## config.mk

```make
export PLATFORM = sky130hd
export DESIGN_NAME = dc_irq_router
export DESIGN_NICKNAME = d
export VERILOG_FILES = /design/src/rtl/dcr_pkg.sv /design/src/rtl/dcr_sync.sv /design/src/rtl/dcr_pin_cfg.sv /design/src/rtl/dcr_route_regs.sv /design/src/rtl/dcr_line.sv /design/src/rtl/dc_irq_router.sv
export SDC_FILE = /design/constraint.sdc
export NUM_CORES = 1
export LEC_CHECK = 0
export BUFFER_PORTS_ARGS = -buffer_cell sky130_fd_sc_hd__buf_2
export CAP_MARGIN = 40
export CORE_MARGIN = 4
export CORE_UTILIZATION = 45
export CTS_CLUSTER_DIAMETER = 200
export DETAILED_ROUTE_END_ITERATION = 10
export PLACE_DENSITY = 0.66
export SLEW_MARGIN = 20
export SYNTH_ARGS = -nofsm -noshare
export SYNTH_HDL_FRONTEND = slang
export SYNTH_SLANG_ARGS = --single-unit
export TNS_END_PERCENT = 50
```

## constraint.sdc

```tcl
create_clock -name clk_i -period 2.3 [get_ports clk_i]
set_input_delay 0.115 -clock clk_i [delete_from_list [all_inputs] [get_ports clk_i]]
set_output_delay 0.115 -clock clk_i [all_outputs]
set_load 0.03 [all_outputs]
```

## src/rtl/dcr_pkg.sv

```systemverilog
package dcr_pkg;
  localparam int IDX_W      = 8;
  localparam int POL_BIT    = 8;
  localparam int EN_BIT     = 0;
  localparam int RAW_BIT    = 4;
  localparam int DC_BIT     = 8;
  localparam int ROUTE_BASE = 'h2800;
  localparam int ROUTE_STEP = 4;
  localparam int CFG_BASE   = 'h1008;
  localparam int CFG_STEP   = 'h10;

  typedef struct packed {
    logic             pol;
    logic [IDX_W-1:0] idx;
  } route_t;
endpackage

```

## src/rtl/dcr_sync.sv

```systemverilog
module dcr_sync #(
  parameter int W      = 16,
  parameter int STAGES = 2
) (
  input  logic         clk_i,
  input  logic         rst_ni,
  input  logic [W-1:0] d_i,
  output logic [W-1:0] q_o
);
  logic [W-1:0] stg_q [STAGES];

  always_ff @(posedge clk_i or negedge rst_ni) begin
    if (!rst_ni) begin
      for (int s = 0; s < STAGES; s++) stg_q[s] <= '0;
    end else begin
      stg_q[0] <= d_i;
      for (int s = 1; s < STAGES; s++) stg_q[s] <= stg_q[s-1];
    end
  end

  assign q_o = stg_q[STAGES-1];
endmodule

```

## src/rtl/dcr_pin_cfg.sv

```systemverilog
module dcr_pin_cfg
  import dcr_pkg::*;
#(
  parameter int NUM_PINS = 16,
  parameter int ADDR_W   = 14
) (
  input  logic                clk_i,
  input  logic                rst_ni,
  input  logic                we_i,
  input  logic [ADDR_W-1:0]   addr_i,
  input  logic [31:0]         wdata_i,
  output logic [31:0]         rdata_o,
  output logic [NUM_PINS-1:0] intr_en_o,
  output logic [NUM_PINS-1:0] raw_en_o,
  output logic [NUM_PINS-1:0] dc_en_o
);
  for (genvar p = 0; p < NUM_PINS; p++) begin : g_pin
    localparam logic [ADDR_W-1:0] ADDR = ADDR_W'(CFG_BASE + CFG_STEP * p);
    logic wr;
    assign wr = we_i && (addr_i == ADDR);

    always_ff @(posedge clk_i or negedge rst_ni) begin
      if (!rst_ni) begin
        intr_en_o[p] <= 1'b0;
        raw_en_o[p]  <= 1'b0;
        dc_en_o[p]   <= 1'b0;
      end else if (wr) begin
        // normal enable wins; direct connect clears the normal path
        intr_en_o[p] <= wdata_i[EN_BIT];
        dc_en_o[p]   <= wdata_i[DC_BIT] & ~wdata_i[EN_BIT];
        raw_en_o[p]  <= wdata_i[RAW_BIT] & ~(wdata_i[DC_BIT] & ~wdata_i[EN_BIT]);
      end
    end

    a_r9_enable_wins: assert property (@(posedge clk_i) disable iff (!rst_ni)
      (wr && wdata_i[EN_BIT]) |=> !dc_en_o[p]);
    a_r8_dc_clears_normal: assert property (@(posedge clk_i) disable iff (!rst_ni)
      (wr && !wdata_i[EN_BIT] && wdata_i[DC_BIT]) |=> (dc_en_o[p] && !intr_en_o[p] && !raw_en_o[p]));
    a_r8_exclusive: assert property (@(posedge clk_i) disable iff (!rst_ni)
      !(dc_en_o[p] && (intr_en_o[p] || raw_en_o[p])));
  end

  always_comb begin
    rdata_o = '0;
    for (int p = 0; p < NUM_PINS; p++) begin
      if (addr_i == ADDR_W'(CFG_BASE + CFG_STEP * p)) begin
        rdata_o[EN_BIT]  = intr_en_o[p];
        rdata_o[RAW_BIT] = raw_en_o[p];
        rdata_o[DC_BIT]  = dc_en_o[p];
      end
    end
  end
endmodule

```

## src/rtl/dcr_route_regs.sv

```systemverilog
module dcr_route_regs
  import dcr_pkg::*;
#(
  parameter int NUM_LINES = 8,
  parameter int ADDR_W    = 14
) (
  input  logic                         clk_i,
  input  logic                         rst_ni,
  input  logic                         we_i,
  input  logic [ADDR_W-1:0]            addr_i,
  input  logic [31:0]                  wdata_i,
  output logic [31:0]                  rdata_o,
  output route_t [NUM_LINES-1:0]       route_o
);
  for (genvar l = 0; l < NUM_LINES; l++) begin : g_line
    localparam logic [ADDR_W-1:0] ADDR = ADDR_W'(ROUTE_BASE + ROUTE_STEP * l);

    always_ff @(posedge clk_i or negedge rst_ni) begin
      if (!rst_ni)                          route_o[l] <= '0;
      else if (we_i && (addr_i == ADDR)) begin
        route_o[l].idx <= wdata_i[IDX_W-1:0];
        route_o[l].pol <= wdata_i[POL_BIT];
      end
    end

    a_r2_write_lands: assert property (@(posedge clk_i) disable iff (!rst_ni)
      (we_i && addr_i == ADDR) |=> (route_o[l].idx == $past(wdata_i[IDX_W-1:0])));
  end

  always_comb begin
    rdata_o = '0;
    for (int l = 0; l < NUM_LINES; l++) begin
      if (addr_i == ADDR_W'(ROUTE_BASE + ROUTE_STEP * l)) begin
        rdata_o[IDX_W-1:0] = route_o[l].idx;
        rdata_o[POL_BIT]   = route_o[l].pol;
      end
    end
  end
endmodule

```

## src/rtl/dcr_line.sv

```systemverilog
module dcr_line
  import dcr_pkg::*;
#(
  parameter int NUM_PINS = 16
) (
  input  logic                clk_i,
  input  logic                rst_ni,
  input  route_t              route_i,
  input  logic [NUM_PINS-1:0] lvl_i,
  input  logic [NUM_PINS-1:0] dc_en_i,
  output logic                line_o
);
  logic sel_lvl, sel_en, line_d;

  always_comb begin
    sel_lvl = 1'b0;
    sel_en  = 1'b0;
    for (int p = 0; p < NUM_PINS; p++) begin
      if (route_i.idx == IDX_W'(p)) begin
        sel_lvl = lvl_i[p];
        sel_en  = dc_en_i[p];
      end
    end
    line_d = sel_en & (sel_lvl ~^ route_i.pol);
  end

  always_ff @(posedge clk_i or negedge rst_ni) begin
    if (!rst_ni) line_o <= 1'b0;
    else         line_o <= line_d;
  end

  a_r6_out_of_range_low: assert property (@(posedge clk_i) disable iff (!rst_ni)
    (int'(route_i.idx) >= NUM_PINS) |=> !line_o);

  for (genvar p = 0; p < NUM_PINS; p++) begin : g_chk
    a_r5_gated_low: assert property (@(posedge clk_i) disable iff (!rst_ni)
      (route_i.idx == IDX_W'(p) && !dc_en_i[p]) |=> !line_o);
    a_r4_high_follows: assert property (@(posedge clk_i) disable iff (!rst_ni)
      (route_i.idx == IDX_W'(p) && dc_en_i[p] && route_i.pol) |=> (line_o == $past(lvl_i[p])));
  end
endmodule

```

## src/rtl/dc_irq_router.sv

```systemverilog
module dc_irq_router
  import dcr_pkg::*;
#(
  parameter int NUM_PINS  = 16,
  parameter int NUM_LINES = 8,
  parameter int ADDR_W    = 14
) (
  input  logic                 clk_i,
  input  logic                 rst_ni,
  input  logic [NUM_PINS-1:0]  pin_i,
  input  logic                 reg_we_i,
  input  logic [ADDR_W-1:0]    reg_addr_i,
  input  logic [31:0]          reg_wdata_i,
  output logic [31:0]          reg_rdata_o,
  output logic [NUM_PINS-1:0]  intr_en_o,
  output logic [NUM_PINS-1:0]  raw_en_o,
  output logic [NUM_PINS-1:0]  dc_en_o,
  output logic [NUM_LINES-1:0] dc_irq_o
);
  localparam int SYNC_STAGES = 2;

  logic [NUM_PINS-1:0]    pin_sync;
  logic [31:0]            cfg_rdata, route_rdata;
  route_t [NUM_LINES-1:0] route;

  dcr_sync #(.W(NUM_PINS), .STAGES(SYNC_STAGES)) u_sync (
    .clk_i, .rst_ni, .d_i(pin_i), .q_o(pin_sync)
  );

  dcr_pin_cfg #(.NUM_PINS(NUM_PINS), .ADDR_W(ADDR_W)) u_cfg (
    .clk_i, .rst_ni, .we_i(reg_we_i), .addr_i(reg_addr_i), .wdata_i(reg_wdata_i),
    .rdata_o(cfg_rdata), .intr_en_o, .raw_en_o, .dc_en_o
  );

  dcr_route_regs #(.NUM_LINES(NUM_LINES), .ADDR_W(ADDR_W)) u_route (
    .clk_i, .rst_ni, .we_i(reg_we_i), .addr_i(reg_addr_i), .wdata_i(reg_wdata_i),
    .rdata_o(route_rdata), .route_o(route)
  );

  for (genvar l = 0; l < NUM_LINES; l++) begin : g_line
    dcr_line #(.NUM_PINS(NUM_PINS)) u_line (
      .clk_i, .rst_ni, .route_i(route[l]), .lvl_i(pin_sync),
      .dc_en_i(dc_en_o), .line_o(dc_irq_o[l])
    );
  end

  // address ranges are disjoint, so OR is a mux
  assign reg_rdata_o = cfg_rdata | route_rdata;
endmodule

```

==> results.py <==
metrics = {
    "status": {
        "run_status": "finished clean",
    },
    "worst_setup_path": {
        "start_kind": "register",
        "critical_path_class": "register to output pin",
        "path_max_fanout": 8,
        "crit_arrival_ns": 2.16,
        "cp-end-kind": "output pin",
        "crit_required_ns": 2.18,
    },
    "synthesis": {
        "synth_area_leaders": "dfrtp_1 40%, mux2_2 10%, mux4_2 8.8%",
        "synth-edff-count": 0,
        "synth_compound_area_frac": 0.1256,
        "ys_seq_elements": 160,
        "netlist_area_sq_um": 10030,
        "synth_xor_area_frac": 0.003493,
        "ys.flop_type": "dfrtp_1",
        "async_flop_share": 1.000,
        "yosysWarningCount": 0,
        "synthTopCellsByCount": "160 x dfrtp_1, 89 x mux2_2, 50 x nand2_1",
        "synth_top_area_frac": 0.3992,
        "synth.area.mux_share": 0.2702,
        "synthAdderAreaFrac": 0,
        "yosysTopAreaCell": "dfrtp_1",
        "yosysSeqAreaShare": 0.3992,
        "synth_top_family_by_area": "multiplexers",
        "netlist_instances": 930,
        "syn_area_per_cell_sq_um": 10.78,
        "yosysMostFrequentCell": "dfrtp_1",
        "synth.distinct_cells": 77,
        "synth-simple-area-share": 0.1396,
    },
    "grt": {
        "grt_pass1_wl_um": 49900,
        "top_usage_layer": "met2",
        "antenna_found_initial": 0,
        "grt_use_met2": 0.4057,
        "grt_pass1_vias": 8333,
        "grt_max_degree": 66,
        "grt_remaining_overflow": 0,
        "globalRouteMet1Util": 0.3729,
        "met3_usage": 0.06214,
        "grt_usage": 0.2663,
    },
    "detailed_routing": {
        "first_iter_violations": 937,
        "wl_per_cell_um": 23.89,
        "viasPerCell": 6.290,
        "detail_route.first_pass.iterations": 6,
        "vias": 8680,
        "drc_errors": 0,
        "final_antenna_net_count": 0,
        "wl_um": 32960,
    },
    "sta": {
        "slew_viol_final": 0,
        "final.setup.worst_slack_ns": 0.02539,
        "finClkSkew_ns": 0.01629,
        "worst_slew_pin_slew_ns": 0.6503,
        "rsz0062_at_grt": "true",
        "slew_headroom": 0.5656,
        "hold_viol": 0,
        "fmax_mhz": 439.6,
        "period_share": 0.9890,
        "finalSetupViolCount": 0,
        "min_period_ns": 2.275,
    },
    "power": {
        "power.leakage_uw": 0.005535,
        "irDropWorstVdd_mv": 0.4744,
        "cellPowerDensity_nw_per_um2": 510.0,
    },
    "cts": {
        "cts-buffers-inserted": 17,
        "clock_latency_ns": 0.44,
        "path_clk_slew_ns": 0.07,
        "cts.sinks": 160,
        "max-clock-path-buffers": 2,
        "htreeDepth": 4,
        "cts-root-buf": "clkbuf_16",
        "cts_tree": "done",
    },
    "min_path": {
        "hold_path.class": "input port to register",
    },
    "die": {
        "start_util": 0.4582,
        "die-area_sq_um": 24740,
        "core.rowCount": 54,
        "core_sq_um": 21890,
        "fp.dieH_um": 157.3,
        "pin_count": 153,
        "fp.dieW_um": 157.3,
    },
    "cells_and_area": {
        "diodes": 0,
        "syn_to_final_growth_pct": 20.27,
        "drive_above_1_share": 0.3655,
        "final_util": 0.5510,
        "final_nets": 1154,
    },
    "place": {
        "place_ws_ns": 0.1491,
        "dp.final_hpwl_um": 23380,
        "gp_congestion": 0.9503,
        "io_buffers": 106,
    },
    "run": {
        "maxCapViolCount": 0,
    },
}
kinds of logic (layout without fill, tap and decap cells):
family / count (synthesis) / in the layout
AND/OR/NAND/NOR: 254 / 254
multiplexers: 207 / 207
AO/OA/AOI/OAI: 181 / 181
flip-flops: 160 / 160
buffers and inverters: 123 / 271
XOR/XNOR: 4 / 4
other: 1 / 23
state kept, by name (all words and copies together), names as in the netlist:
name,cells
u_sync.stg_q,16
u_sync.q_o,16
g_line.u_line.line_o,8
u_route.route_o,72
u_cfg.intr_en_o,16
u_cfg.dc_en_o,16
u_cfg.raw_en_o,16
final cells by class:
| cell class | count | area [sq um] |
|---|---|---|
| fill | 1887 | 9828 |
| sequential | 160 | 4015 |
| timing repair buffer | 221 | 1496 |
| inverter | 20 | 75.07 |
| clock inverter | 13 | 128.9 |
| multi-input combinational | 669 | 5572 |
| tap | 280 | 350.3 |
| clock buffer | 17 | 425.4 |
placed cells by master, fill, tap and decap left out, types with 5 or more instances in the layout:
| cell | n |
|---|---|
| dlygate4sd3_1 | 17 |
| inv_6 | 5 |
| or2_2 | 5 |
| mux2_2 | 89 |
| o21ai_0 | 41 |
| o22ai_1 | 11 |
| nand3_1 | 20 |
| o211ai_1 | 10 |
| conb_1 | 23 |
| inv_1 | 20 |
| a22o_1 | 6 |
| a221oi_1 | 6 |
| nand2b_1 | 16 |
| mux2i_1 | 46 |
| a222oi_1 | 6 |
| mux4_2 | 39 |
| or3_1 | 10 |
| nand4_1 | 14 |
| dfrtp_1 | 151 |
| nand2_1 | 50 |
| buf_2 | 103 |
| mux2_1 | 31 |
| nor2_1 | 48 |
| clkbuf_16 | 17 |
| nand3b_1 | 6 |
| dfrtp_2 | 9 |
| nor3_1 | 28 |
| nor2b_1 | 9 |
| and3_1 | 6 |
| a31oi_1 | 5 |
| a211oi_1 | 5 |
| o31ai_1 | 7 |
| buf_4 | 94 |
| nor4_1 | 11 |
| a21oi_1 | 27 |
| a22oi_1 | 5 |
stage by stage:
| step | instances | TNS (ns) | instance area, sq um | power [uW] | hold WS [ns] |
|---|---|---|---|---|---|
| 3_5_place_dp | 1325 | 0 | 11180 | 3381 | 0.06606 |
| 3_3_place_gp | 1325 | 0 | 11180 | 3381 | 0.06858 |
| 6_report | 1380 | 0 | 12060 | 6152 | 0.03827 |
| 4_1_cts | 1373 | -0.006982 | 11940 | 6189 | 0.03113 |
| 2_1_floorplan | 952 | 0 | 10110 | 3174 | -0.1806 |
| 5_1_grt | 1380 | 0 | 12060 | 6353 | 0.03767 |
where the power goes:
| part | switching (uW) | internal [uW] |
|---|---|---|
| Clock | 1280 | 1510 |
| Sequential | 46.7 | 2840 |
| Combinational | 306 | 170 |
worst max-delay path, stage by stage (launching register included):
cell	delay, ns
dfrtp_1	0.48
buf_4	0.23
a222oi_1	0.36
o211ai_1	0.21
a211o_1	0.27
buf_2	0.18
worst paths after layout:
path | start | endpoint | slack [ns] | cells after the start
setup / recovery | u_route.route_o[45] | reg_rdata_o[0] | 0.03 | 5
min in group asynchronous | rst_ni | g_line[1].u_line.line_o | 0.18 | 2
max in group asynchronous | rst_ni | u_route.route_o[60] | 1.43 | 3
setup reg to reg | u_route.route_o[43] | g_line[4].u_line.line_o | 0.12 | 6
hold / removal | reg_wdata_i[6] | u_route.route_o[69] | 0.04 | 2
hold reg to reg | u_sync.stg_q[24] | u_sync.q_o[8] | 0.34 | 0
per-layer routing:
metal | wire (um) | up-vias | part of all wire
met5 | 0 | - | 0
met4 | 1357 | 0 | 0.041
met3 | 2989 | 100 | 0.091
met2 | 14840 | 537 | 0.45
met1 | 13770 | 4266 | 0.42
li1 | - | 3777 | -
what timing repair did:
item	CTS	global route
setup endpoints to repair	3	6
pin swaps	0	4
gates resized for setup	10	19
setup buffers	1	7
hold endpoints to repair	55	0
hold buffers	17	0
Power figures use the tool's default switching activity.
